[src/rtl/line_encoder_pkg.sv]
package line_encoder_pkg;

  typedef enum logic [1:0] {
    ENC_LEVEL  = 2'b00,
    ENC_TOGGLE = 2'b01,
    ENC_MARK   = 2'b10,
    ENC_SPACE  = 2'b11
  } enc_mode_t;

  // Line level after the boundary strobe, from the level before it.
  function automatic logic f_boundary(enc_mode_t mode, logic manch, logic bit_v, logic cur);
    logic nxt;
    if (manch) begin
      nxt = bit_v;
    end else begin
      unique case (mode)
        ENC_LEVEL:  nxt = bit_v;
        ENC_TOGGLE: nxt = bit_v ? cur : ~cur;
        default:    nxt = ~cur;
      endcase
    end
    return nxt;
  endfunction

  // Line level after the mid-cell strobe, from the level before it.
  function automatic logic f_mid(enc_mode_t mode, logic manch, logic bit_v, logic cur);
    logic nxt;
    if (manch) begin
      nxt = ~bit_v;
    end else begin
      unique case (mode)
        ENC_MARK:  nxt = bit_v ? ~cur : cur;
        ENC_SPACE: nxt = bit_v ? cur : ~cur;
        default:   nxt = cur;
      endcase
    end
    return nxt;
  endfunction

endpackage

[src/rtl/enc_phase.sv]
module enc_phase (
  input  logic clk,
  input  logic rst_n,
  input  logic half_stb,
  output logic at_bound,
  output logic at_mid
);
  logic phase_q;

  always_ff @(posedge clk or negedge rst_n) begin
    if (!rst_n)        phase_q <= 1'b0;
    else if (half_stb) phase_q <= ~phase_q;
  end

  assign at_bound = half_stb & ~phase_q;
  assign at_mid   = half_stb &  phase_q;

  // boundary and mid-cell strobes alternate
  p_alternate_r1: assert property (@(posedge clk) disable iff (!rst_n)
    at_bound |=> (!half_stb || at_mid));
  p_mid_then_bound_r1: assert property (@(posedge clk) disable iff (!rst_n)
    at_mid |=> (!half_stb || at_bound));

endmodule

[src/rtl/enc_cfg_latch.sv]
module enc_cfg_latch
  import line_encoder_pkg::*;
#(
  parameter bit HAS_MANCH = 1'b1
) (
  input  logic      clk,
  input  logic      rst_n,
  input  logic      at_bound,
  input  enc_mode_t mode_in,
  input  logic      manch_in,
  input  logic      bit_in,
  output enc_mode_t mode_q,
  output logic      manch_q,
  output logic      bit_q
);
  logic manch_eff;

  generate
    if (HAS_MANCH) begin : g_manch
      assign manch_eff = manch_in;
    end else begin : g_no_manch
      logic unused_manch;
      assign unused_manch = manch_in;
      assign manch_eff    = 1'b0;
    end
  endgenerate

  always_ff @(posedge clk or negedge rst_n) begin
    if (!rst_n) begin
      mode_q  <= ENC_LEVEL;
      manch_q <= 1'b0;
      bit_q   <= 1'b1;
    end else if (at_bound) begin
      mode_q  <= mode_in;
      manch_q <= manch_eff;
      bit_q   <= bit_in;
    end
  end

  // cell settings only move at a boundary
  p_cell_hold_r9: assert property (@(posedge clk) disable iff (!rst_n)
    !at_bound |=> ($stable(mode_q) && $stable(manch_q)));
  p_bit_hold_r10: assert property (@(posedge clk) disable iff (!rst_n)
    !at_bound |=> $stable(bit_q));

endmodule

[src/rtl/enc_line.sv]
module enc_line
  import line_encoder_pkg::*;
(
  input  logic      clk,
  input  logic      rst_n,
  input  logic      at_bound,
  input  logic      at_mid,
  input  enc_mode_t mode_in,
  input  logic      manch_in,
  input  logic      bit_in,
  input  enc_mode_t mode_q,
  input  logic      manch_q,
  input  logic      bit_q,
  output logic      line_q
);
  logic line_d;

  always_comb begin
    line_d = line_q;
    if (at_bound)    line_d = f_boundary(mode_in, manch_in, bit_in, line_q);
    else if (at_mid) line_d = f_mid(mode_q, manch_q, bit_q, line_q);
  end

  always_ff @(posedge clk or negedge rst_n) begin
    if (!rst_n) line_q <= 1'b1;
    else        line_q <= line_d;
  end

  // no strobe, no change
  p_hold_r8: assert property (@(posedge clk) disable iff (!rst_n)
    !(at_bound || at_mid) |=> $stable(line_q));
  // plain level follows the data at the boundary
  p_level_r3: assert property (@(posedge clk) disable iff (!rst_n)
    (at_bound && !manch_in && mode_in == ENC_LEVEL) |=> line_q == $past(bit_in));
  // biphase modes always invert at the boundary
  p_biphase_edge_r5: assert property (@(posedge clk) disable iff (!rst_n)
    (at_bound && !manch_in && mode_in[1]) |=> line_q != $past(line_q));
  // Manchester second half is the inverted bit
  p_manch_mid_r7: assert property (@(posedge clk) disable iff (!rst_n)
    (at_mid && manch_q) |=> line_q == ~$past(bit_q));

endmodule

[src/rtl/line_encoder.sv]
module line_encoder
  import line_encoder_pkg::*;
#(
  parameter int CFG_W     = 8,
  parameter int MODE_LSB  = 5,
  parameter bit HAS_MANCH = 1'b1
) (
  input  logic             clk,
  input  logic             rst_n,
  input  logic             half_stb,
  input  logic             data_bit,
  input  logic [CFG_W-1:0] cfg_word,
  input  logic             manch_sel,
  output logic             line_out
);
  localparam int MODE_MSB = MODE_LSB + 1;

  logic      at_bound, at_mid;
  enc_mode_t mode_in, mode_q;
  logic      manch_live, manch_q, bit_q;
  logic      unused_cfg;

  assign mode_in    = enc_mode_t'(cfg_word[MODE_MSB:MODE_LSB]);
  assign unused_cfg = ^(cfg_word & ~({{(CFG_W-2){1'b0}}, 2'b11} << MODE_LSB));
  assign manch_live = HAS_MANCH ? manch_sel : 1'b0;

  enc_phase u_phase (
    .clk      (clk),
    .rst_n    (rst_n),
    .half_stb (half_stb),
    .at_bound (at_bound),
    .at_mid   (at_mid)
  );

  enc_cfg_latch #(.HAS_MANCH(HAS_MANCH)) u_latch (
    .clk      (clk),
    .rst_n    (rst_n),
    .at_bound (at_bound),
    .mode_in  (mode_in),
    .manch_in (manch_sel),
    .bit_in   (data_bit),
    .mode_q   (mode_q),
    .manch_q  (manch_q),
    .bit_q    (bit_q)
  );

  enc_line u_line (
    .clk      (clk),
    .rst_n    (rst_n),
    .at_bound (at_bound),
    .at_mid   (at_mid),
    .mode_in  (mode_in),
    .manch_in (manch_live),
    .bit_in   (data_bit),
    .mode_q   (mode_q),
    .manch_q  (manch_q),
    .bit_q    (bit_q),
    .line_q   (line_out)
  );

endmodule

[config.mk]
export PLATFORM = sky130hd
export DESIGN_NAME = line_encoder
export DESIGN_NICKNAME = d
export VERILOG_FILES = /design/src/rtl/line_encoder_pkg.sv /design/src/rtl/enc_phase.sv /design/src/rtl/enc_cfg_latch.sv /design/src/rtl/enc_line.sv /design/src/rtl/line_encoder.sv
export SDC_FILE = /design/constraint.sdc
export NUM_CORES = 1
export LEC_CHECK = 0
export BUFFER_PORTS_ARGS = -buffer_cell sky130_fd_sc_hd__clkbuf_2
export CORE_AREA = 2 2 39 41
export CTS_CLUSTER_DIAMETER = 40
export DETAILED_ROUTE_END_ITERATION = 12
export DIE_AREA = 0 0 41 43
export GPL_TIMING_DRIVEN = 0
export MAX_ROUTING_LAYER = met4
export PLACE_DENSITY_LB_ADDON = 0.2
export SLEW_MARGIN = 0
export SYNTH_ARGS = -nofsm -noshare
export SYNTH_HDL_FRONTEND = slang
export SYNTH_HIERARCHICAL = 1
export SYNTH_SLANG_ARGS = --single-unit
[constraint.sdc]
create_clock -name clk -period 1.3 [get_ports clk]
set_input_delay 0.065 -clock clk [delete_from_list [all_inputs] [get_ports clk]]
set_output_delay 0.065 -clock clk [all_outputs]
set_load 0.03 [all_outputs]
After elaboration in Yosys (flattened, before gate mapping)
Cells that the tools add are included.

Mux-type cells: 9. Bitwise operators: 5. Eq/ne operators: 6. Reduce and logical (&&, ||, !) cells: 4.

Operators by type and width (count): $mux W1 (7); $reduce_and A5 Y1 (1); $eq A2 B2 Y1 const B (2); $ne A4 B2 Y1 const B (1); $ne A4 B3 Y1 const B (1); $ne A4 B4 Y1 const B (1); $pmux W1 S2 (2); $reduce_bool A4 Y1 (1); $not A1 Y1 (3); $and A1 B1 Y1 (2); $eq A2 B1 Y1 const B (1); $logic_not A2 Y1 (1); $reduce_bool A2 Y1 (1).

Bits in registers: 6. Word-level logic and storage cells: 29. Input bits: 13. Output and inout port bits: 1.

Logic depth before layout (Yosys ltp)
Gate-level depths: netlist (run 1).

Word-level depth: 6. Depth in mapped cells: 5.

Modules after synthesis
Netlist (run 1), hierarchy kept.

Modules (own cells, without submodules): enc_cfg_latch (cells an instance 8, area each 146.4 um2, times used 1); enc_line (cells an instance 13, area each 122.6 um2, times used 1); enc_phase (cells an instance 4, area each 50.0 um2, times used 1).

Least setup slack after synthesis (run 1)
Ideal clock, no wire load.

Kind: flip-flop to flip-flop. Start: register u_phase.phase_q. End: register u_line.line_q. Required time: 1225 ps. Path slack: 83 ps. Arrival time: 1143 ps. Period minus slack after synthesis: 1217 ps. Stages on the path, launching flop included: 5. Path buffers: 0. Cells stage by stage: dfrtp_1 > and2b_2 > nor2_1 > a211oi_2 > mux2i_1.

Cells in the longest elaborated chain, start to end: 4. Elaborated cells between the ends (all ways): 10. Classes of those cells: eq/ne (3); mux (1); bitwise (3); reduce/logical (3).

Ends and longest elaborated chain: start, declared (line enc_phase.sv:8) `logic phase_q;`; start signal, assigned (line enc_phase.sv:12) `else if (half_stb) phase_q <= ~phase_q;`; $not A1 Y1 * (line enc_phase.sv:15) `assign at_bound = half_stb & ~phase_q;`; $and A1 B1 Y1 * (line enc_phase.sv:15); net at_bound (line line_encoder.sv:18) `logic at_bound, at_mid;`; $ne A4 B3 Y1 (no source line), or another cell as far along; $reduce_and A5 Y1 (no source line); end signal, assigned (line enc_line.sv:26) `else line_q <= line_d;`; end, declared (line enc_line.sv:14) `output logic line_q`.

The timed path passes the listed nets; every way through them passes the cells marked *. A chain may end at the register's enable or synchronous reset.

Final worst setup path (run 1)
Start: register u_latch.bit_q. End: register u_line.line_q.

Cells in the longest elaborated chain, start to end: 4. Elaborated cells between the ends (all ways): 7. Classes of those cells: eq/ne (2); mux (3); bitwise (1); reduce/logical (1).

Ends and longest elaborated chain: start, declared (line enc_cfg_latch.sv:14) `output logic bit_q`; start signal, assigned (line enc_cfg_latch.sv:36) `bit_q <= bit_in;`; $not A1 Y1 (line line_encoder_pkg.sv:29) `nxt = ~bit_v;`; $mux W1 (line line_encoder_pkg.sv:28) `if (manch) begin`; $mux W1 (line enc_line.sv:21) `else if (at_mid) line_d = f_mid(mode_q, manch_q, bit_q, line_q);`; $mux W1 (line enc_line.sv:20) `if (at_bound) line_d = f_boundary(mode_in, manch_in, bit_in, line_q);`.

Parallel ways exist; a longest one is shown, timed or not. The select of a mux whose other input is x is not followed.

==> results.ini, run 1 <==
[floorplan]
die_h_um=43
die_area_sq_um=1760
initial_core_util_pct=23.1
die_x_um=41
ios=14
num_rows=14
core_area_sq_um=1380

[timing]
worst_hold_slack_ns=0.0311
tightestPinTransition_ns=0.259
post-route-min-period_ns=1.26
setup_viol=0
skew_ns=0.00235
hold_viol=0
timing.fmax_mhz=795
setup_slack_ns=0.0420
rsz0062_at_grt=true
final-max-slew-violation-count=0
max_slew_margin_pct=82.6
post-route-period-util_pct=96.8

[place]
dp_slack_ns=-0.0285
numPortBuffers=7
hpwl_um=435
post_dp_cell_area_sq_um=374
gp_congestion=0.725

[layout]
diodes=0
fillers=152
final_cell_mix=7 x clkbuf_2, 5 x mux2_2, 4 x dfrtp_1
final_common_cell=clkbuf_2
nets=54
stdcell_area_sq_um=430
area_growth_pct=34.9
post-route-util_pct=31.1
drive_gt1_share_pct=64.1

[grt]
grt_overflow_total=0
antenna_found_initial=0
grt_max_degree=8
grt_pass1_wl_um=993
track_usage_pct=9.43
grt_pass1_vias=252

[worst_setup_path]
critical_path.top_delay_family=flip-flops
cp_cell_sequence=xor2_1 > a211oi_1 > a211oi_2 > mux2i_1
startpoint_type=flop
cp-end-kind=flop
critPathKind=flop to flop
slowest_delay_ns=0.54
cp_max_fo=3
cp.arrival_ns=1.43
crit_required_ns=1.47
r2r_slack_ns=0.04
cpMaxStageDelayCell=dfstp_2
cp.buffers_inverters=0

[power_and_ir_drop]
fin_total_pwr_uw=956
irDropWorstVdd_mv=0.712
leakage_uw=0.000191
power_density_nw_per_um2=2220

[outcome]
status=complete, no violations

[synth]
synth_cell_type_count=16
syn_avg_cell_area_sq_um=12.8
synth.net_count=38
synth_area_sq_um=319
yosysSeqAreaShare_pct=47.8
ys_ff_latch=6
yosys_warnings=6
synth_cells=25

[clock_tree]
clk_pin_slew_ns=0.05
cts-root-buf=clkbuf_4
clock_sinks=6
h-tree-depth=1
numCtsBuffers=3
cts_max_path_buffers=2
worstSkewPairLatency_ns=0.24
cts_tree=built

[detailed_routing]
routedWlPerCell_um=10.5
vias=236
drtIter0Drc=2
via_per_inst=4.29
drt_wl_total_um=580
drc_errors=0
ant_nets=0
drt-pass1-iter-count=2

[worst_hold_path]
hold_class=primary input to flop

[job]
maxCapViolCount=0

==> kinds of logic (layout without fill, tap and decap cells) <==
logic type | Yosys count | count (layout) | synth area share (%)
muxes | 6 | 6 | 20.8
DFF | 6 | 6 | 47.8
AOI/OAI and AO/OA | 5 | 5 | 13.3
and+or+nand+nor | 5 | 5 | 11.4
xor gates and xnor gates | 2 | 2 | 5.49
buffers and inverters | 1 | 15 | 1.18
==> synthesized netlist by cell type <==
library cell,instances,share of area [%]
xor2_1,2,5.5
dfstp_2,2,16
nand2_1,1,1.2
a211oi_1,1,2.4
o21ba_2,1,3.1
a211oi_2,1,3.9
a31oi_1,1,2.0
o22ai_1,1,2.0
mux2_2,5,18
and2b_2,1,2.7
nor2_1,1,1.2
inv_1,1,1.2
mux2i_1,1,3.1
dfrtp_1,4,31
and2_2,1,2.4
and4bb_2,1,3.9
==> final timing paths <==
| path | cells past startpoint | end | start |
|---|---|---|---|
| max reg2reg | 4 | u_line/line_q | u_latch/bit_q |
| min | 2 | u_phase/phase_q | half_stb |
| min reg2reg | 1 | u_phase/phase_q | u_phase/phase_q |
| max in group asynchronous | 2 | u_latch/bit_q | rst_n |
| min in group asynchronous | 2 | u_phase/phase_q | rst_n |
| max | 4 | u_line/line_q | u_latch/bit_q |
==> through the flow <==
step / TNS [ns] / std cells
floorplan: 0 / 25
global placement: -0.00480 / 48
detailed placement: -0.0285 / 48
CTS: 0 / 55
global route: -0.0191 / 55
finish: 0 / 55
==> power by group <==
part | total [uW] | switching (uW) | internal (uW)
Combinational | 409 | 174 | 235
Sequential | 377 | 67.5 | 309
Clock | 171 | 66.8 | 104
Total | 956 | 308 | 648
==> state kept, by name, indices dropped and copies added, names as in the netlist <==
| name | count |
|---|---|
| u_phase/phase_q | 1 |
| u_latch/bit_q | 1 |
| u_line/line_q | 1 |
| u_latch/manch_q | 1 |
| u_latch/mode_q | 2 |
==> what timing repair did <==
action | in CTS | in global routing
endpoints found under the hold margin | 6 | 0
gates resized for setup | 1 | 0
setup endpoints to repair | 1 | 1
hold buffers | 1 | 0
setup buffers | 3 | 0
==> metal layers <==
layer	vias to the layer above	global-route usage [%]	wire length (um)
li1	120	-	-
met1	109	11.2	288
met2	5	11.3	244
met3	2	4.71	33
met4	0	8.00	13
met5	-	-	0
==> area by class of cell <==
type / count / area, sq um / area share, %
Tap cell: 16 / 20.0 / 4.65
Multi-Input combinational cell: 18 / 164 / 38.1
Sequential cell: 6 / 153 / 35.5
Inverter: 1 / 3.75 / 0.872
Timing Repair Buffer: 11 / 67.6 / 15.7
Clock buffer: 3 / 22.5 / 5.23
Power figures use the tool's default switching activity.
==> run 2: changes to the inputs <==
--- a/config.mk
+++ b/config.mk
@@ -11,8 +11,6 @@
 export DETAILED_ROUTE_END_ITERATION = 12
 export DIE_AREA = 0 0 41 43
 export GPL_TIMING_DRIVEN = 0
-export MAX_ROUTING_LAYER = met4
-export PLACE_DENSITY_LB_ADDON = 0.2
 export SLEW_MARGIN = 0
 export SYNTH_ARGS = -nofsm -noshare
 export SYNTH_HDL_FRONTEND = slang
==> results.ini, run 2 (synthesis gave the netlist of run 1 again) <==
[worst_setup_path]
worstRegToRegCells=3
rr_startpoint=u_phase/phase_q
startpoint_type=flop
cp_max_fo=7
critPathKind=flop to flop
reg2reg_to=u_latch/mode_q[0]
r2r_slack_ns=0.05
crit_required_ns=1.43
cp-end-kind=flop
cp.arrival_ns=1.38

[timing]
final-max-slew-violation-count=0
timing.fmax_mhz=799
post-route-min-period_ns=1.25
setup_slack_ns=0.0488
skew_ns=0.0000778
rsz0062_at_grt=true
tightestPinTransition_ns=0.242
max_slew_margin_pct=83.8
post-route-period-util_pct=96.2
hold_viol=0
setup_viol=0

[place]
post_dp_cell_area_sq_um=374
numPortBuffers=7
dp_slack_ns=0.00600
gp_congestion=0.667

[clock_tree]
h-tree-depth=1
numCtsBuffers=3
worstSkewPairLatency_ns=0.24
cts_tree=built
cts-root-buf=clkbuf_4
cts_max_path_buffers=2
clk_pin_slew_ns=0.05
clock_sinks=6

[layout]
diodes=0
drive_gt1_share_pct=62.5
stdcell_area_sq_um=434
area_growth_pct=36.1
regMostFlops=u_latch/mode_q
nets=54
largest_register_ffs=2
post-route-util_pct=31.4
final_common_cell=clkbuf_2
final_cell_mix=7 x clkbuf_2, 5 x mux2_2, 4 x dfrtp_1

[detailed_routing]
ant_nets=0
drt_wl_total_um=638
drc_errors=0
drt-pass1-iter-count=3
routedWlPerCell_um=11.4
vias=250
drtIter0Drc=4
via_per_inst=4.46

[grt]
grt_pass1_vias=223
grt_max_degree=11
track_usage_pct=9.12
antenna_found_initial=0
grtUsageMet1_pct=11.3
grtUsageMet2_pct=10.9
grt.busiest_layer=met1
grt_overflow_total=0
grt_use_met3_pct=9.42
grt_pass1_wl_um=993

[outcome]
status=complete, no violations

[worst_hold_path]
whs_path_depth=2
whs_endpoint=u_phase/phase_q
hold_start=half_stb
hold_class=primary input to flop

[power_and_ir_drop]
irDropWorstVdd_mv=1.05
power_density_nw_per_um2=2240
leakage_uw=0.000192

[floorplan]
core_area_sq_um=1380
ios=14
die_area_sq_um=1760
initial_core_util_pct=23.1
num_rows=14
die_x_um=41
die_h_um=43

[job]
maxCapViolCount=0

## run 2: changes by cell type in the layout (fill, tap and decap cells not counted)
| cell | change |
|---|---|
| clkbuf_1 | +1 |
## run 2: metrics by stage
| step | TNS, ns | hold WS [ns] | instances | power [uW] |
|---|---|---|---|---|
| floorplan | 0 | -0.231 | 25 | 665 |
| global placement | 0 | -0.0992 | 48 | 734 |
| detailed placement | 0 | -0.102 | 48 | 739 |
| CTS | 0 | 0.0206 | 53 | 947 |
| global route | -0.0414 | 0.0307 | 56 | 1050 |
| finish | 0 | 0.0288 | 56 | 972 |
## run 2: what timing repair did
item	in CTS	in global routing
pin swaps	0	0
hold endpoints to repair	6	0
setup endpoints to repair	1	1
gates resized for setup	1	0
buffers inserted	0	3
hold buffers	1	0
## run 2: power by group
part	internal (uW)	leakage [uW]	switching, uW
clock	116	0.0000150	67.8
combinational	234	0.000109	172
sequential	310	0.0000677	71.7
total	660	0.000192	312
## run 2: per-layer routing
metal,wire (um),vias up
met3,78,0
met5,0,-
met2,262,11
met4,0,0
li1,-,122
met1,298,117
## run 2: worst max-delay path by stage
stage	from	endpoint	slack [ns]	cells after the start
after floorplan	u_phase/phase_q	u_line/line_q	0.08	4
after global placement	u_phase/phase_q	u_line/line_q	0.005	4
after detailed placement	u_phase/phase_q	u_line/line_q	0.006	4
after CTS	u_phase/phase_q	u_line/line_q	0.002	4
after global routing	u_latch/bit_q	u_line/line_q	-0.04	4
final	u_phase/phase_q	u_latch/mode_q[0]	0.05	3
## run 2: cell type report
class                      instances  area [sq um]
inverter                           1          3.75
multi-input combinational         18           164
sequential                         6           153
timing repair buffer              11          67.6
fill                             148           950
tap                               16          20.0
clock buffer                       4          26.3
## run 2: critical path, stage by stage (launching register included)
cell and delay (ns):
dfrtp_1 0.39, and2b_4 0.30, buf_4 0.13, mux2_2 0.32
==> run 3: changes to the inputs <==
--- a/config.mk
+++ b/config.mk
@@ -11,6 +11,7 @@
 export DETAILED_ROUTE_END_ITERATION = 12
 export DIE_AREA = 0 0 41 43
 export GPL_TIMING_DRIVEN = 0
+export PLACE_DENSITY = 0.54
 export SLEW_MARGIN = 0
 export SYNTH_ARGS = -nofsm -noshare
 export SYNTH_HDL_FRONTEND = slang
==> results.ini, run 3 (synthesis gave the netlist of run 1 again) <==
[power_and_ir_drop]
pwr-share-seq_pct=39.9
irDropWorstVdd_mv=0.417
power_frac_clock_pct=19.0
intPower_uw=650
power_density_nw_per_um2=2240
fin_total_pwr_uw=955
power_switching_uw=305
leakage_uw=0.000187
swShare_pct=31.9
combPwrFrac_pct=41.1

[timing]
post-route-period-util_pct=96.5
skew_ns=0.000422
timing.fmax_mhz=797
max_slew_margin_pct=82.4
setup_slack_ns=0.0457
hold_viol=0
setup_viol=0
tightestPinTransition_ns=0.263
worst_hold_slack_ns=0.0397
post-route-min-period_ns=1.25
final-max-slew-violation-count=0
rsz0062_at_grt=true

[clock_tree]
cts_max_path_buffers=2
worstSkewPairLatency_ns=0.24
clk_pin_slew_ns=0.05
numCtsBuffers=3
clock_sinks=6
h-tree-depth=1
cts-root-buf=clkbuf_4
cts_tree=built

[layout]
nets=53
post-route-util_pct=30.8
final_common_cell=clkbuf_2
largest_register_ffs=2
regMostFlops=u_latch/mode_q
final_cell_mix=7 x clkbuf_2, 5 x mux2_2, 4 x dfrtp_1
drive_gt1_share_pct=61.5
diodes=0
fin_cells=55
area_growth_pct=33.7
fillers=145

[worst_setup_path]
r2r_slack_ns=0.05
cp.arrival_ns=1.37
critPathKind=flop to flop
cp-end-kind=flop
cp_max_fo=7
crit_required_ns=1.42
startpoint_type=flop
crit_path_start=u_phase/phase_q
rr_startpoint=u_phase/phase_q

[outcome]
status=complete, no violations

[worst_hold_path]
hold_start=half_stb
hold_class=primary input to flop

[detailed_routing]
drt-pass1-iter-count=2
drtIter0Drc=1
vias=235
routedWlPerCell_um=10.7
drc_errors=0
ant_nets=0
drt_wl_total_um=586
via_per_inst=4.27

[grt]
grt_max_degree=11
grt_pass1_wl_mm=1.01
grt_overflow_total=0
grt_pass1_vias=245
track_usage_pct=9.19
antenna_found_initial=0

[place]
dp.cells=48
numPortBuffers=7
hpwl_um=497
gp_congestion=0.654
dp_slack_ns=-0.00486

[floorplan]
die_x_um=41
ios=14
initial_core_util_pct=23.1
num_rows=14
die_area_sq_um=1760
core_area_sq_um=1380
die_h_um=43

[job]
maxCapViolCount=0

-- run 3: cell count changes in the layout (fill, tap and decap cells not counted), sizes merged --
cell | before | now
buf | 3 | 2
-- run 3: what timing repair did --
| action | 4_1_cts | 5_1_grt |
|---|---|---|
| hold buffers | 1 | 0 |
| setup buffers | 0 | 2 |
| gates cloned | 0 | 0 |
| resized for setup | 1 | 0 |
| endpoints found under the setup margin | 1 | 1 |
| endpoints found under the hold margin | 6 | 0 |
-- run 3: power by group through the flow --
stage          clock (uW)  combinational [uW]  sequential (uW)
6_report              181                 392              381
5_1_grt               211                 438              401
4_1_cts               190                 372              386
3_5_place_dp            0                 362              389
3_3_place_gp            0                 356              376
2_1_floorplan           0                 266              399
-- run 3: layout make-up --
cell class | instances | area (sq um) | area share [%]
repair buffers | 10 | 60.1 | 14.1
clock buffers | 4 | 26.3 | 6.16
well taps | 16 | 20.0 | 4.69
multi-input cells | 18 | 164 | 38.4
flip-flops and latches | 6 | 153 | 35.8
inverters | 1 | 3.75 | 0.880
-- run 3: per-layer routing --
layer | routed length, um | global-route usage [%]
met2 | 346 | 14.7
met5 | 0 | 0
met3 | 43 | 3.14
met1 | 195 | 8.52
met4 | 0 | 8.00
-- run 3: stage by stage --
step / area, sq um / setup TNS, ns
2_1_floorplan: 319 / 0
3_3_place_gp: 374 / 0
3_5_place_dp: 374 / -0.00486
4_1_cts: 412 / 0
5_1_grt: 427 / -0.0221
6_report: 427 / 0
-- run 3: critical path: stages (launching register included) --
cell     delay, ns
dfrtp_1       0.39
and2b_4       0.29
buf_4         0.13
mux2_2        0.33
-- run 3: final timing paths --
kind | endpoint | cells past startpoint
min | u_phase/phase_q | 2
min in group asynchronous | u_phase/phase_q | 2
max reg2reg | u_latch/mode_q[1] | 3
max | u_latch/mode_q[1] | 3
max in group asynchronous | u_latch/bit_q | 2
min reg2reg | u_phase/phase_q | 1
